<file path="config.mk">
export PLATFORM = sky130hd
export DESIGN_NAME = fsg_framer
export DESIGN_NICKNAME = d
export VERILOG_FILES = /design/src/rtl/fsg_pkg.sv /design/src/rtl/fsg_sync_detect.sv /design/src/rtl/fsg_pulse_shape.sv /design/src/rtl/fsg_slot_gate.sv /design/src/rtl/fsg_framer.sv
export SDC_FILE = /design/constraint.sdc
export NUM_CORES = 1
export LEC_CHECK = 0
export ABC_AREA = 1
export ABC_CLOCK_PERIOD_IN_PS = 9200
export BUFFER_PORTS_ARGS = -buffer_cell sky130_fd_sc_hd__clkbuf_2
export CAP_MARGIN = 20
export CORE_MARGIN = 4
export CORE_UTILIZATION = 51
export CTS_BUF_LIST = sky130_fd_sc_hd__clkbuf_4 sky130_fd_sc_hd__clkbuf_8
export DETAILED_ROUTE_END_ITERATION = 8
export HOLD_SLACK_MARGIN = 0.12
export PLACE_DENSITY = 0.95
export SLEW_MARGIN = 40
export SYNTH_ARGS = -nofsm -noshare
export SYNTH_HDL_FRONTEND = slang
export SYNTH_SLANG_ARGS = --single-unit
</file>
<file path="constraint.sdc">
create_clock -name clk -period 9.2 [get_ports clk]
set_input_delay 2.76 -clock clk [delete_from_list [all_inputs] [get_ports clk]]
set_output_delay 2.76 -clock clk [all_outputs]
set_load 0.005 [all_outputs]
</file>
<file path="src/rtl/fsg_pkg.sv">
package fsg_pkg;
    // How the position register moves on the next clock.
    typedef enum logic [1:0] {
        STEP_IDLE    = 2'd0,
        STEP_ADVANCE = 2'd1,
        STEP_ALIGN   = 2'd2
    } step_e;
endpackage

</file>
<file path="src/rtl/fsg_sync_detect.sv">
module fsg_sync_detect (
    input  logic clk,
    input  logic rst_n,
    input  logic pin,
    input  logic active_low,
    input  logic arm,
    output logic edge_seen
);
    logic lvl_d, lvl_q;
    logic asserted;

    always_comb begin
        asserted  = pin ^ active_low;
        lvl_d     = asserted;
        edge_seen = arm & asserted & ~lvl_q;
    end

    always_ff @(posedge clk or negedge rst_n) begin
        if (!rst_n) lvl_q <= 1'b0;
        else        lvl_q <= lvl_d;
    end
endmodule

</file>
<file path="src/rtl/fsg_pulse_shape.sv">
module fsg_pulse_shape #(
    parameter int BW  = 4,
    parameter int SIW = 7
) (
    input  logic           gen_on,
    input  logic           early,
    input  logic           long_pulse,
    input  logic           active_low,
    input  logic           cur_valid,
    input  logic [BW-1:0]  cur_bit,
    input  logic [SIW-1:0] cur_slot,
    input  logic           nxt_valid,
    input  logic [BW-1:0]  nxt_bit,
    input  logic [SIW-1:0] nxt_slot,
    output logic           fs_pin
);
    logic           p_valid;
    logic [BW-1:0]  p_bit;
    logic [SIW-1:0] p_slot;
    logic           hit;

    always_comb begin
        // early timing looks at the position one clock ahead
        p_valid = early ? nxt_valid : cur_valid;
        p_bit   = early ? nxt_bit   : cur_bit;
        p_slot  = early ? nxt_slot  : cur_slot;
        hit     = gen_on & p_valid & (p_slot == '0) & (long_pulse | (p_bit == '0));
        fs_pin  = hit ^ active_low;
    end
endmodule

</file>
<file path="src/rtl/fsg_slot_gate.sv">
module fsg_slot_gate #(
    parameter int WORD_BITS = 16,
    parameter int SLOTS     = 128,
    parameter int BW        = 4,
    parameter int SIW       = 7
) (
    input  logic             mc_en,
    input  logic [SLOTS-1:0] slot_mask,
    input  logic             valid,
    input  logic [BW-1:0]    bit_pos,
    input  logic [SIW-1:0]   slot_pos,
    output logic             data_en,
    output logic             word_done
);
    localparam logic [BW-1:0] LAST_BIT = BW'(WORD_BITS - 1);

    always_comb begin
        data_en   = valid & (~mc_en | slot_mask[slot_pos]);
        word_done = data_en & (bit_pos == LAST_BIT);
    end
endmodule

</file>
<file path="src/rtl/fsg_framer.sv">
module fsg_framer #(
    parameter int WORD_BITS = 16,
    parameter int SLOTS     = 128,
    localparam int BW       = $clog2(WORD_BITS),
    localparam int SIW      = $clog2(SLOTS)
) (
    input  logic             clk,
    input  logic             rst_n,
    input  logic             run,
    input  logic             fs_enable,
    input  logic             fs_internal,
    input  logic             fs_early,
    input  logic             fs_long,
    input  logic             fs_active_low,
    input  logic             fs_in,
    input  logic             mc_en,
    input  logic [SIW-1:0]   frame_last,
    input  logic [SLOTS-1:0] slot_mask,
    output logic             fs_out,
    output logic             in_word,
    output logic [BW-1:0]    bit_idx,
    output logic [SIW-1:0]   slot_idx,
    output logic             data_en,
    output logic             word_done
);
    import fsg_pkg::*;

    localparam logic [BW-1:0] LAST_BIT = BW'(WORD_BITS - 1);

    typedef struct packed {
        logic           valid;
        logic [BW-1:0]  bitn;
        logic [SIW-1:0] slot;
    } pos_t;

    localparam pos_t POS_IDLE  = '{valid: 1'b0, bitn: '0, slot: '0};
    localparam pos_t POS_START = '{valid: 1'b1, bitn: '0, slot: '0};

    pos_t           st_d, st_q;
    pos_t           cur, adv;
    step_e          step;
    logic [SIW-1:0] last_slot;
    logic           ext_mode;
    logic           sync_edge;
    logic           frame_end;

    fsg_sync_detect u_sync (
        .clk        (clk),
        .rst_n      (rst_n),
        .pin        (fs_in),
        .active_low (fs_active_low),
        .arm        (run & ext_mode),
        .edge_seen  (sync_edge)
    );

    always_comb begin
        ext_mode  = fs_enable & ~fs_internal;
        last_slot = mc_en ? frame_last : '0;

        // late external sync: the edge cycle is itself bit 0
        cur = st_q;
        if (sync_edge && !fs_early) cur = POS_START;

        // one-bit advance of the position
        if (!cur.valid) begin
            adv = POS_START;
        end else if (cur.bitn == LAST_BIT) begin
            adv.valid = 1'b1;
            adv.bitn  = '0;
            adv.slot  = (cur.slot >= last_slot) ? '0 : cur.slot + 1'b1;
        end else begin
            adv      = cur;
            adv.bitn = cur.bitn + 1'b1;
        end

        frame_end = cur.valid & (cur.bitn == LAST_BIT) & (cur.slot >= last_slot);

        if (!run)                           step = STEP_IDLE;
        else if (sync_edge && fs_early)     step = STEP_ALIGN;
        else if (ext_mode && !cur.valid)    step = STEP_IDLE;
        else if (ext_mode && frame_end)     step = STEP_IDLE;
        else                                step = STEP_ADVANCE;

        unique case (step)
            STEP_ALIGN:   st_d = POS_START;
            STEP_ADVANCE: st_d = adv;
            default:      st_d = POS_IDLE;
        endcase

        in_word  = run & cur.valid;
        bit_idx  = cur.bitn;
        slot_idx = cur.slot;
    end

    always_ff @(posedge clk or negedge rst_n) begin
        if (!rst_n) st_q <= POS_IDLE;
        else        st_q <= st_d;
    end

    fsg_pulse_shape #(.BW(BW), .SIW(SIW)) u_pulse (
        .gen_on     (run & fs_enable & fs_internal),
        .early      (fs_early),
        .long_pulse (fs_long),
        .active_low (fs_active_low),
        .cur_valid  (cur.valid),
        .cur_bit    (cur.bitn),
        .cur_slot   (cur.slot),
        .nxt_valid  (adv.valid),
        .nxt_bit    (adv.bitn),
        .nxt_slot   (adv.slot),
        .fs_pin     (fs_out)
    );

    fsg_slot_gate #(.WORD_BITS(WORD_BITS), .SLOTS(SLOTS), .BW(BW), .SIW(SIW)) u_gate (
        .mc_en     (mc_en),
        .slot_mask (slot_mask),
        .valid     (in_word),
        .bit_pos   (cur.bitn),
        .slot_pos  (cur.slot),
        .data_en   (data_en),
        .word_done (word_done)
    );
endmodule

</file>
---- Word level (Yosys, flattened, before mapping) ----
Cells that the tools add are included.
storage, ports and cells
  bits in registers ....................... 13
  logic and storage cells ................. 55
  memories ................................ 0
  bits in writable memories ............... 0
  latch bits .............................. 0
  bits in read-only memories .............. 0
  output and inout port bits .............. 15
  input port bits ......................... 145
operators by class
  bitwise logic cells ..................... 21
  multipliers ............................. 0
  $lt $le $gt $ge ......................... 2
  shifts and indexed selects .............. 0
  muxes and demuxes ....................... 15
  div/mod/pow operators ................... 0
  reductions and logical operators ........ 8
  add/subtract/negate cells ............... 2
  equality and inequality tests ........... 3
operator list
  operator             number
  $pmux 12 s2          1
  $mux 11              2
  $mux 7               3
  $and 1x1->1          14
  $mux 12              1
  $lt 7x8->1 const B   1
  $add 7x1->7 const B  1
  $bmux 1 s7           1
  $ge 7x7->1           1
  $logic_not 7->1      1
  $add 4x1->4 const B  1
  $eq 4x4->1 const B   1
  $logic_and 1x1->1    4
  $logic_not 4->1      1
  $mux 1               4
  $mux 2               2
  $mux 4               1
  $not 1->1            3
  $eq 2x1->1 const B   1
  $eq 2x2->1 const B   1
  $logic_not 1->1      2
  $or 1x1->1           2
  $xor 1x1->1          2

---- Depth between registers and ports, before layout ----
Gate-level depths: netlist of run 1.
  depth in word-level cells ............... 17
  depth in mapped cells ................... 24

---- Hierarchy ----
A second synthesis of run 1 with hierarchy kept.
unflattened totals
  cell total of the unflattened synthesis .. 521
  area total of the unflattened synthesis .. 2,691.3 um^2
by module, submodules not included
  module           cells an instance  times used  seq. area each (um^2)  area each (um^2)
  fsg_slot_gate    308                1           0.0                    1,382.6
  fsg_framer       170                1           300.3                  1,106.1
  fsg_pulse_shape  33                 1           0.0                    138.9
  fsg_sync_detect  10                 1           25.0                   63.8

---- Least setup slack after synthesis of run 1 ----
Ideal clock, no wire load.
  path kind ............................... input -> output
  start point ............................. in fs_active_low
  end point ............................... out fs_out
  setup slack ............................. 1.603 ns
  arrival ................................. 4.837 ns
  path buffers ............................ 2
  required time ........................... 6.440 ns
  stages .................................. 22
  cells stage by stage .................... inv_1 -> nand2_1 -> nand2_2 -> nand3_4 -> buf_6 -> buf_4 -> nand2_1 -> inv_1 -> ha_1 -> nand4_4 -> nor2_1 -> nand3_1 -> nor2_1 -> inv_1 -> nand2_1 -> inv_1 -> nand2_1 -> nand3_1 -> o21ai_1 -> nand2_1 -> nand2_1 -> nand2_1
RTL lines
  element                                             line                                          RTL
  start, declared                                     fsg_framer.sv:14                              input logic fs_active_low,
  $xor 1x1->1 (*)                                     fsg_sync_detect.sv:13                         asserted = pin ^ active_low;
  net u_sync.asserted                                 fsg_sync_detect.sv:10                         logic asserted;
  $and 1x1->1 (*) (2 in series)                       fsg_sync_detect.sv:15                         edge_seen = arm & asserted & ~lvl_q;
  $logic_and 1x1->1 (*)                               fsg_framer.sv:62                              if (sync_edge && !fs_early) cur = POS_START;
  $mux 12 (*)                                         fsg_framer.sv:62
  net bit_idx[0]                                      fsg_framer.sv:21                              output logic [BW-1:0] bit_idx,
  $add 4x1->4 or $eq 4x4->1 (tied branches)           fsg_framer.sv:73, fsg_framer.sv:67
  $mux 11                                             fsg_framer.sv:67                              end else if (cur.bitn == LAST_BIT) begin
  $mux 11                                             fsg_framer.sv:65                              if (!cur.valid) begin
  $mux 4 or $mux 7 (tied branches)                    fsg_pulse_shape.sv:25, fsg_pulse_shape.sv:26
  $logic_not 4->1 or $logic_not 7->1 (tied branches)  fsg_pulse_shape.sv:27                         hit = gen_on & p_valid & (p_slot == '0) & (long_pulse | (p_bit == '0));
  $or 1x1->1 or $and 1x1->1 (tied branches)           fsg_pulse_shape.sv:27
  $and 1x1->1 (*)                                     fsg_pulse_shape.sv:27
  $xor 1x1->1 (*)                                     fsg_pulse_shape.sv:28                         fs_pin = hit ^ active_low;
  end, declared                                       fsg_framer.sv:19                              output logic fs_out,
Mark *: on every way through the listed nets, which the timed path passes. The rest lies on a longest branch.

---- Worst setup path after layout of run 1 ----
  start point ............................. in fs_internal
  end point ............................... out fs_out
on the way
  cells in the longest elaborated chain, start to end .. 16
ends and longest elaborated chain
  element                                    line                   RTL
  start, declared                            fsg_framer.sv:11       input logic fs_internal,
  $not 1->1                                  fsg_framer.sv:57       ext_mode = fs_enable & ~fs_internal;
  $and 1x1->1                                fsg_framer.sv:57
  $and 1x1->1                                fsg_framer.sv:52       .arm (run & ext_mode),
  $and 1x1->1 (2 in series)                  fsg_sync_detect.sv:15
  $logic_and 1x1->1                          fsg_framer.sv:62
  $mux 12                                    fsg_framer.sv:62
  $add 7x1->7 or $ge 7x7->1 (tied branches)  fsg_framer.sv:70       adv.slot = (cur.slot >= last_slot) ? '0 : cur.slot + 1'b1;
  $mux 7                                     fsg_framer.sv:70
  $mux 11                                    fsg_framer.sv:67
  $mux 11                                    fsg_framer.sv:65
  $mux 7                                     fsg_pulse_shape.sv:26  p_slot = early ? nxt_slot : cur_slot;
  $logic_not 7->1                            fsg_pulse_shape.sv:27
  $and 1x1->1                                fsg_pulse_shape.sv:27
  $and 1x1->1 (*)                            fsg_pulse_shape.sv:27
  $xor 1x1->1 (*)                            fsg_pulse_shape.sv:28
Mark *: on every way between the ends. The rest lies on a longest branch, timed or not.

==> results of run 1 <==
[metal layers]
layer | vias to the layer above | share of wire | GRT usage | routed length [um]
li1 | 1970 | - | - | -
met1 | 1778 | 0.39 | 0.329 | 3840
met2 | 210 | 0.50 | 0.489 | 4940
met3 | 23 | 0.095 | 0.0395 | 945
met4 | 0 | 0.022 | 0.0906 | 218
met5 | - | 0 | 0 | 0
[power by group through the flow]
stage               registers (mW)  clock network, mW  logic, mW
floorplan                   0.0594                  0     0.0382
global placement            0.0595                  0     0.0754
detailed placement          0.0595                  0     0.0762
CTS                         0.0585             0.0567     0.0770
global route                0.0585             0.0603     0.0874
finish                      0.0585             0.0561     0.0767
[per-stage QoR]
step                worst slack [ns]  power [mW]  std cells
finish                         0.800       0.191        735
global route                   0.491       0.206        735
CTS                            0.838       0.192        735
detailed placement             0.850       0.136        731
global placement               0.959       0.135        731
floorplan                       1.60      0.0976        528
[cells by family (layout without fill, tap and decap cells)]
logic type,after synthesis,after routing,synth area share
adder cells (fa/ha/maj),7,7,0.0298
AO/OA/AOI/OAI,17,17,0.0337
XOR/XNOR,2,2,0.00596
flip-flops,13,13,0.111
buffers and inverters,130,265,0.196
AND/OR/NAND/NOR,359,359,0.624
[flip-flops by register name, summed over array words and instances (netlist names)]
signal and cells:
st_q 12, u_sync.lvl_q 1
[critical path, stage by stage]
cell and delay [ns]:
clkbuf_2 0.09, inv_1 0.08, nand2_1 0.09, nor2_4 0.12, nand3_4 0.43, nand2_2 0.44, ha_1 0.29, o21ai_0 0.16
nand2_1 0.08, nand2_1 0.06, nand2_1 0.05, nand2_1 0.09, o21bai_1 0.06, nand2_1 0.09, nand2_2 0.07, nand2_2 0.12
o21ai_0 0.11, nand3_1 0.08, o21ai_1 0.09, nand2_1 0.08, nand2_1 0.05, nand2_1 0.05, clkbuf_2 0.10
[area by class of cell]
class	count	area share
Sequential cell	13	0.0890
Multi-Input combinational cell	385	0.551
Inverter	98	0.0995
Clock buffer	4	0.0132
Timing Repair Buffer	163	0.223
Tap cell	72	0.0244
[cells in the final DEF (no fill, tap or decap), drive strengths merged]
cell type and instances:
nand2 118, nand4 12, nand3 136, nor3 2, o2111ai 2, clkinv 1, xor2 2, nand3b 45
dfrtp 13, ha 7, buf 4, a21oi 2, o21bai 1, o31ai 1, a31oi 1, inv 97
clkbuf 163, o21ai 10, nor2 37, or2 9
[worst paths after layout]
| check | end | slack [ns] | start | cells past startpoint |
|---|---|---|---|---|
| min in group asynchronous | st_q[7] | 2.39 | rst_n | 1 |
| worst min-delay path | st_q[10] | 0.63 | st_q[8] | 3 |
| max in group asynchronous | st_q[0] | 6.53 | rst_n | 1 |
| worst max-delay path | fs_out | 0.80 | fs_internal | 23 |
| worst min register to register | st_q[10] | 0.63 | st_q[8] | 3 |
| worst max register to register | st_q[1] | 5.66 | u_sync.lvl_q | 21 |
==> flow_summary.json, run 1 <==
{
  "cts-resized-gates": 0,
  "dp_hpwl_um": 7730,
  "fin_skew_ns": 0.00426,
  "synth_area_per_cell_sq_um": 5.56,
  "htree_levels": 1,
  "place_congestion": 0.948,
  "switchingPower_mw": 0.0589,
  "initial_core_util": 0.530,
  "power_frac_comb": 0.401,
  "num_vias": 3981,
  "synth_ff_type": "dfrtp_1",
  "core_area_sq_um": 5540,
  "finalSetupViolations": 0,
  "pwr-share-clk": 0.293,
  "period_share": 0.913,
  "worst_slew_pin_slew_ns": 0.673,
  "yosys_register_bits": 13,
  "overflow": 0,
  "grt_antenna_before_repair": 0,
  "postRouteAntennaNets": 0,
  "clockBufferDepth": 2,
  "cts_sinks": 13,
  "grt_pass1_wl_um": 16400,
  "vdd_drop_max_mv": 0.0729,
  "fin_area_sq_um": 3700,
  "clock_latency_ns": 0.25,
  "timing.slew.headroom": 0.552,
  "diodes": 0,
  "numPortBuffers": 159,
  "netlist_area_sq_um": 2940,
  "rows": 27,
  "grt_pass1_vias": 3839,
  "finalCriticalPeriod_ns": 8.40,
  "seqCellArea_sq_um": 329,
  "holdWs_ns": 0.627,
  "drt_iter0_drc": 239,
  "die_w_um": 83.9,
  "async_reset_ff_frac": 1.00,
  "ys_types": 33,
  "multi_input_area_sq_um": 2040,
  "clkTransAtPathRegs_ns": 0.05,
  "cts_hold_buf": 0,
  "die_h_um": 83.9,
  "yosysSeqAreaShare": 0.111,
  "cp-start-kind": "input pin",
  "cap_violations": 0,
  "nFillCells": 538,
  "yosysTopAreaCellShare": 0.228,
  "yosysTopAreaCell": "nand3_1",
  "final_layout_size_suffix_gt1_frac": 0.297,
  "routed_wl_um": 9940,
  "post_cts_buffers": 0,
  "routedWlPerCell_um": 13.5,
  "p_seq_frac": 0.306,
  "tns_ns": 0,
  "critPathCaptureType": "primary output",
  "max_freq_mhz": 119,
  "synth_most_common_cell": "nand3_1",
  "num-nets-final": 816,
  "cp_max_fo": 42,
  "syn_inst": 528,
  "viasPerCell": 5.42,
  "boundaryPins": 160,
  "cp.arrival_ns": 5.64,
  "synthToLayoutAreaGrowth_pct": 25.9,
  "utilization": 0.667,
  "power_density_nw_per_um2": 51.7,
  "hp-class": "reg -> reg",
  "hold_viol_final": 0,
  "syn_nets": 680,
  "synth_common_cells": "134 x nand3_1, 109 x nand2_1, 91 x inv_1, 45 x nand3b_1, 35 x nor2_1",
  "critPathKind": "in -> out",
  "yosys_warnings": 0,
  "die-area_sq_um": 7040,
  "root_buffer": "clkbuf_8",
  "numCtsBuffers": 3,
  "switching_share": 0.308,
  "status": "complete, no violations",
  "drt_first_pass_iters": 5,
  "cts_tree": "built",
  "rsz0062_at_grt": "false",
  "p_leak_nw": 2.29,
  "cp.required_ns": 6.44,
  "synthTopCellsByArea": "nand3_1 23%, nand2_1 14%, inv_1 12%, nand3b_1 11%, dfrtp_1 11%",
  "grtUsageTotal": 0.272,
  "drv_slew": 0,
  "power.internal_mw": 0.132,
  "drcViolationCount": 0,
  "synth_edf_count": 0,
  "placed_cell_area_sq_um": 3650,
  "grt_max_degree": 69
}
Power figures use the tool's default switching activity.
==> inputs of run 2 (changes only) <==
- ABC_CLOCK_PERIOD_IN_PS: 9200 -> 10300
- clock period: 9.2 -> 10.3 ns (I/O delays scaled with it)
==> flow_summary.json, run 2 (synthesized netlist as in run 1, its figures left out) <==
{
  "status": "complete, no violations",
  "cp_max_fo": 42,
  "largestRegisters": "st_q x12, u_sync.lvl_q x1",
  "setup_slack_ns": 1.04,
  "hp-class": "reg -> reg",
  "path_buf_inv": 7,
  "cp-start-kind": "input pin",
  "drcViolationCount": 0,
  "utilization": 0.666,
  "root_buffer": "clkbuf_8",
  "grt_max_degree": 69,
  "nFillCells": 550,
  "hold_viol_final": 0,
  "vdd_drop_max_mv": 0.0649,
  "layout_commonest_cell": "clkbuf_2",
  "clockBufferDepth": 2,
  "multi_input_area_sq_um": 2040,
  "grt_pass1_wl_um": 16800,
  "fin_area_sq_um": 3690,
  "finalCriticalPeriod_ns": 9.26,
  "numPortBuffers": 159,
  "crit_family": "simple AND/OR/NAND/NOR gates",
  "rows": 27,
  "num-nets-final": 815,
  "clock_latency_ns": 0.25,
  "critPathCaptureType": "primary output",
  "final_layout_size_suffix_gt1_frac": 0.296,
  "rsz0062_at_grt": "false",
  "cts-resized-gates": 0,
  "cts_sinks": 13,
  "grt_pass1_vias": 3827,
  "most-common-layout-cells": "159 x clkbuf_2, 134 x nand3_1, 109 x nand2_1",
  "crit_path_frequent_cell": "nand2_1",
  "largest_reg_flops": 12,
  "min_from": "st_q[11]",
  "cts_hold_buf": 0,
  "finalSetupViolations": 0,
  "routed_wl_um": 10200,
  "grtUsageTotal": 0.279,
  "grt_antenna_before_repair": 0,
  "diodes": 0,
  "clkTransAtPathRegs_ns": 0.06,
  "numCtsBuffers": 3,
  "power_density_nw_per_um2": 45.5,
  "core_area_sq_um": 5540,
  "cp.arrival_ns": 6.17,
  "synthToLayoutAreaGrowth_pct": 25.5,
  "cp.required_ns": 7.21,
  "htree_levels": 1,
  "num_vias": 4001,
  "dpl_worst_slack_ns": 1.11,
  "tns_ns": 0,
  "die_w_um": 83.9,
  "worstPathCellList": "clkbuf_2, inv_1, nand2_1, nand2_2, nand3_4, buf_4, nand2_1, inv_1, ha_1, nand4_4, nor2_1, nand3_1, nor2_1, inv_1, nand2_1, inv_1, nand2_1, nand3_1, o21ai_1, nand2_1, nand2_1, nand2_1, clkbuf_2",
  "p_leak_nw": 2.28,
  "cts_tree": "built",
  "period_share": 0.899,
  "cap_violations": 0,
  "total_power_mw": 0.168,
  "viasPerCell": 5.45,
  "placed_cell_area_sq_um": 3640,
  "overflow": 0,
  "drt_iter0_drc": 235,
  "dp_hpwl_um": 7950,
  "max_freq_mhz": 108,
  "startpoint": "fs_active_low",
  "initial_core_util": 0.530,
  "place_congestion": 1.01,
  "worst_slew_pin_slew_ns": 0.676,
  "max_stage_delay_ns": 0.41,
  "die-area_sq_um": 7040,
  "regMostFlops": "st_q",
  "fin_skew_ns": 0.00234,
  "reg2reg_from": "u_sync.lvl_q",
  "post_cts_buffers": 0,
  "critPathKind": "in -> out",
  "boundaryPins": 160,
  "timing.slew.headroom": 0.549,
  "crit_slowest_cell": "nand3_4",
  "postRouteAntennaNets": 0,
  "drv_slew": 0,
  "routedWlPerCell_um": 13.8,
  "drt_first_pass_iters": 5,
  "seqCellArea_sq_um": 329,
  "die_h_um": 83.9
}
run 2: cell types whose count changed in the layout (fill, tap and decap cells not counted), sizes merged:
cell	previous run	this run
buf	4	3
clkbuf	163	162
clkinv	1	2
run 2: worst paths after layout:
kind | slack [ns] | to | cells past startpoint
max reg2reg | 6.54 | st_q[4] | 22
min | 0.70 | st_q[8] | 4
max | 1.04 | fs_out | 23
max in group asynchronous | 7.28 | st_q[0] | 1
min in group asynchronous | 2.73 | st_q[7] | 1
min reg2reg | 0.70 | st_q[8] | 4
run 2: routing by layer:
metal	vias up	global-route usage	wire length, um
met5	-	0	0
met4	0	0.0906	308
met3	35	0.0316	869
met2	218	0.506	5040
met1	1781	0.339	3940
li1	1967	-	-
run 2: worst min-delay path: cells and delay by family, from the launching register on:
kind / cells / cell delay (ns)
AND/OR/NAND/NOR: 3 / 0.30
buffers and inverters: 1 / 0.06
flip-flops: 1 / 0.32
run 2: per-stage QoR:
step | hold slack (ns) | instances
after floorplan | 0.572 | 528
after global placement | 0.616 | 730
after detailed placement | 0.691 | 730
after CTS | 0.702 | 734
after global routing | 0.759 | 734
final | 0.702 | 734
run 2: cell type report:
type / count / share of cell area
Multi-Input combinational cell: 385 / 0.552
Timing Repair Buffer: 162 / 0.222
Inverter: 98 / 0.0998
Sequential cell: 13 / 0.0892
Tap cell: 72 / 0.0244
Clock buffer: 3 / 0.0112
Clock inverter: 1 / 0.00136
run 2: power breakdown:
| group | leakage (nW) | switching [mW] | internal (mW) |
|---|---|---|---|
| logic | 2.08 | 0.0332 | 0.0363 |
| clock network | 0.0255 | 0.0191 | 0.0267 |
| registers | 0.175 | 0.000320 | 0.0520 |
| total | 2.28 | 0.0526 | 0.115 |
==> inputs of run 3 (changes only) <==
--- a/config.mk
+++ b/config.mk
@@ -7,13 +7,13 @@
 export LEC_CHECK = 0
 export ABC_AREA = 1
-export ABC_CLOCK_PERIOD_IN_PS = 10300
+export ABC_CLOCK_PERIOD_IN_PS = 8400
 export BUFFER_PORTS_ARGS = -buffer_cell sky130_fd_sc_hd__clkbuf_2
 export CAP_MARGIN = 20
 export CORE_MARGIN = 4
-export CORE_UTILIZATION = 51
+export CORE_UTILIZATION = 43
 export CTS_BUF_LIST = sky130_fd_sc_hd__clkbuf_4 sky130_fd_sc_hd__clkbuf_8
 export DETAILED_ROUTE_END_ITERATION = 8
 export HOLD_SLACK_MARGIN = 0.12
-export PLACE_DENSITY = 0.95
+export PLACE_DENSITY = 0.87
 export SLEW_MARGIN = 40
 export SYNTH_ARGS = -nofsm -noshare
==> constraint.sdc (replaced) <==
create_clock -name clk -period 8.4 [get_ports clk]
set_input_delay 2.52 -clock clk [delete_from_list [all_inputs] [get_ports clk]]
set_output_delay 2.52 -clock clk [all_outputs]
set_load 0.01 [all_outputs]
==> flow_summary.json, run 3 (synthesized netlist as in run 1, its figures left out) <==
{
  "cp-start-kind": "input pin",
  "place_congestion": 0.943,
  "grt_pass1_vias": 3764,
  "layout_commonest_cell": "clkbuf_2",
  "final_layout_size_suffix_gt1_frac": 0.299,
  "pwr-share-clk": 0.273,
  "largest_reg_flops": 12,
  "cts_sinks": 13,
  "die_h_um": 90.7,
  "htree_levels": 1,
  "cp_max_fo": 36,
  "synthToLayoutAreaGrowth_pct": 26.5,
  "regMostFlops": "st_q",
  "die_w_um": 90.7,
  "multi_input_area_sq_um": 2040,
  "clkTransAtPathRegs_ns": 0.06,
  "boundaryPins": 160,
  "fin_area_sq_um": 3720,
  "grt_antenna_before_repair": 0,
  "critPathCaptureType": "primary output",
  "rsz0062_at_grt": "false",
  "largestRegisters": "st_q x12, u_sync.lvl_q x1",
  "numPortBuffers": 159,
  "holdWs_ns": 0.670,
  "die-area_sq_um": 8220,
  "grt_max_degree": 69,
  "grt_pass1_wl_um": 17000,
  "routedWlPerCell_um": 13.8,
  "viasPerCell": 5.36,
  "cts_hold_buf": 0,
  "power_density_nw_per_um2": 55.0,
  "post_cts_buffers": 0,
  "finalSetupViolations": 0,
  "hp-class": "reg -> reg",
  "power.internal_mw": 0.141,
  "nFillCells": 656,
  "postRouteAntennaNets": 0,
  "drcViolationCount": 0,
  "numCtsBuffers": 3,
  "diodes": 0,
  "switchingPower_mw": 0.0634,
  "cp.required_ns": 5.88,
  "drt_first_pass_iters": 6,
  "num-nets-final": 818,
  "drt_iter0_drc": 243,
  "finalCriticalPeriod_ns": 7.77,
  "most-common-layout-cells": "159 x clkbuf_2, 134 x nand3_1, 109 x nand2_1",
  "timing.slew.headroom": 0.549,
  "p_seq_frac": 0.313,
  "period_share": 0.925,
  "clock_latency_ns": 0.24,
  "grtUsageTotal": 0.239,
  "tns_ns": 0,
  "cts_tree": "built",
  "num_vias": 3980,
  "hold_viol_final": 0,
  "cap_violations": 0,
  "clockBufferDepth": 2,
  "rows": 29,
  "p_leak_nw": 2.30,
  "dp_hpwl_um": 8060,
  "critPathKind": "in -> out",
  "cp.arrival_ns": 5.25,
  "core_area_sq_um": 6490,
  "initial_core_util": 0.452,
  "vdd_drop_max_mv": 0.0707,
  "worst_slew_pin_slew_ns": 0.676,
  "power_frac_comb": 0.413,
  "fin_skew_ns": 0.00419,
  "switching_share": 0.310,
  "max_freq_mhz": 129,
  "status": "complete, no violations",
  "overflow": 0,
  "seqCellArea_sq_um": 329,
  "placed_cell_area_sq_um": 3670,
  "root_buffer": "clkbuf_8",
  "drv_slew": 0,
  "routed_wl_um": 10200,
  "cts-resized-gates": 0
}
[run 3: cell types whose count changed in the layout (fill, tap and decap cells not counted), sizes merged]
cell and change:
buf +3
[run 3: critical path: stages]
cell      delay, ns
clkbuf_2       0.09
inv_1          0.06
nand2_1        0.09
nor2_4         0.12
nand3_4        0.39
nand2_2        0.25
buf_4          0.32
inv_2          0.13
ha_1           0.22
inv_1          0.07
nor2_1         0.06
nand3_1        0.09
nand2_1        0.06
nand2_1        0.08
inv_1          0.05
nand2_1        0.07
nand3_1        0.09
o21ai_1        0.19
nand3_1        0.10
nand2_1        0.07
clkbuf_2       0.12
[run 3: per-layer routing]
metal	global-route usage	vias to the layer above	part of all wire
met5	0	-	0
met4	0.0663	0	0.023
met3	0.0358	25	0.088
met2	0.433	200	0.50
met1	0.291	1784	0.39
li1	-	1971	-
[run 3: path summary, 6_finish.rpt]
kind | from | endpoint | slack (ns) | cells past startpoint
setup / recovery | fs_internal | fs_out | 0.63 | 21
hold / removal | st_q[7] | st_q[10] | 0.67 | 3
setup reg to reg | u_sync.lvl_q | st_q[4] | 5.07 | 22
hold reg to reg | st_q[7] | st_q[10] | 0.67 | 3
max in group asynchronous | rst_n | st_q[0] | 5.97 | 1
min in group asynchronous | rst_n | st_q[7] | 2.16 | 1
[run 3: through the flow]
stage          cells  setup slack, ns  utilization  power (mW)
6_report         742            0.632        0.572       0.204
3_5_place_dp     738            0.664        0.565       0.149
4_1_cts          742            0.648        0.572       0.205
2_1_floorplan    528             1.22            -       0.107
5_1_grt          742            0.253        0.572       0.218
3_3_place_gp     738            0.762        0.565       0.148
[run 3: power by group through the flow]
stage / Combinational (mW) / Clock (mW) / Sequential, mW
2_1_floorplan: 0.0423 / 0 / 0.0651
3_3_place_gp: 0.0829 / 0 / 0.0652
3_5_place_dp: 0.0841 / 0 / 0.0652
4_1_cts: 0.0848 / 0.0561 / 0.0640
5_1_grt: 0.0958 / 0.0580 / 0.0642
6_report: 0.0845 / 0.0559 / 0.0640
[run 3: final cells by class]
type / instances / area share
inverter: 98 / 0.0990
sequential: 13 / 0.0886
clock inverter: 1 / 0.00135
clock buffer: 3 / 0.0111
tap: 77 / 0.0259
timing repair buffer: 165 / 0.226
multi-input combinational: 385 / 0.548
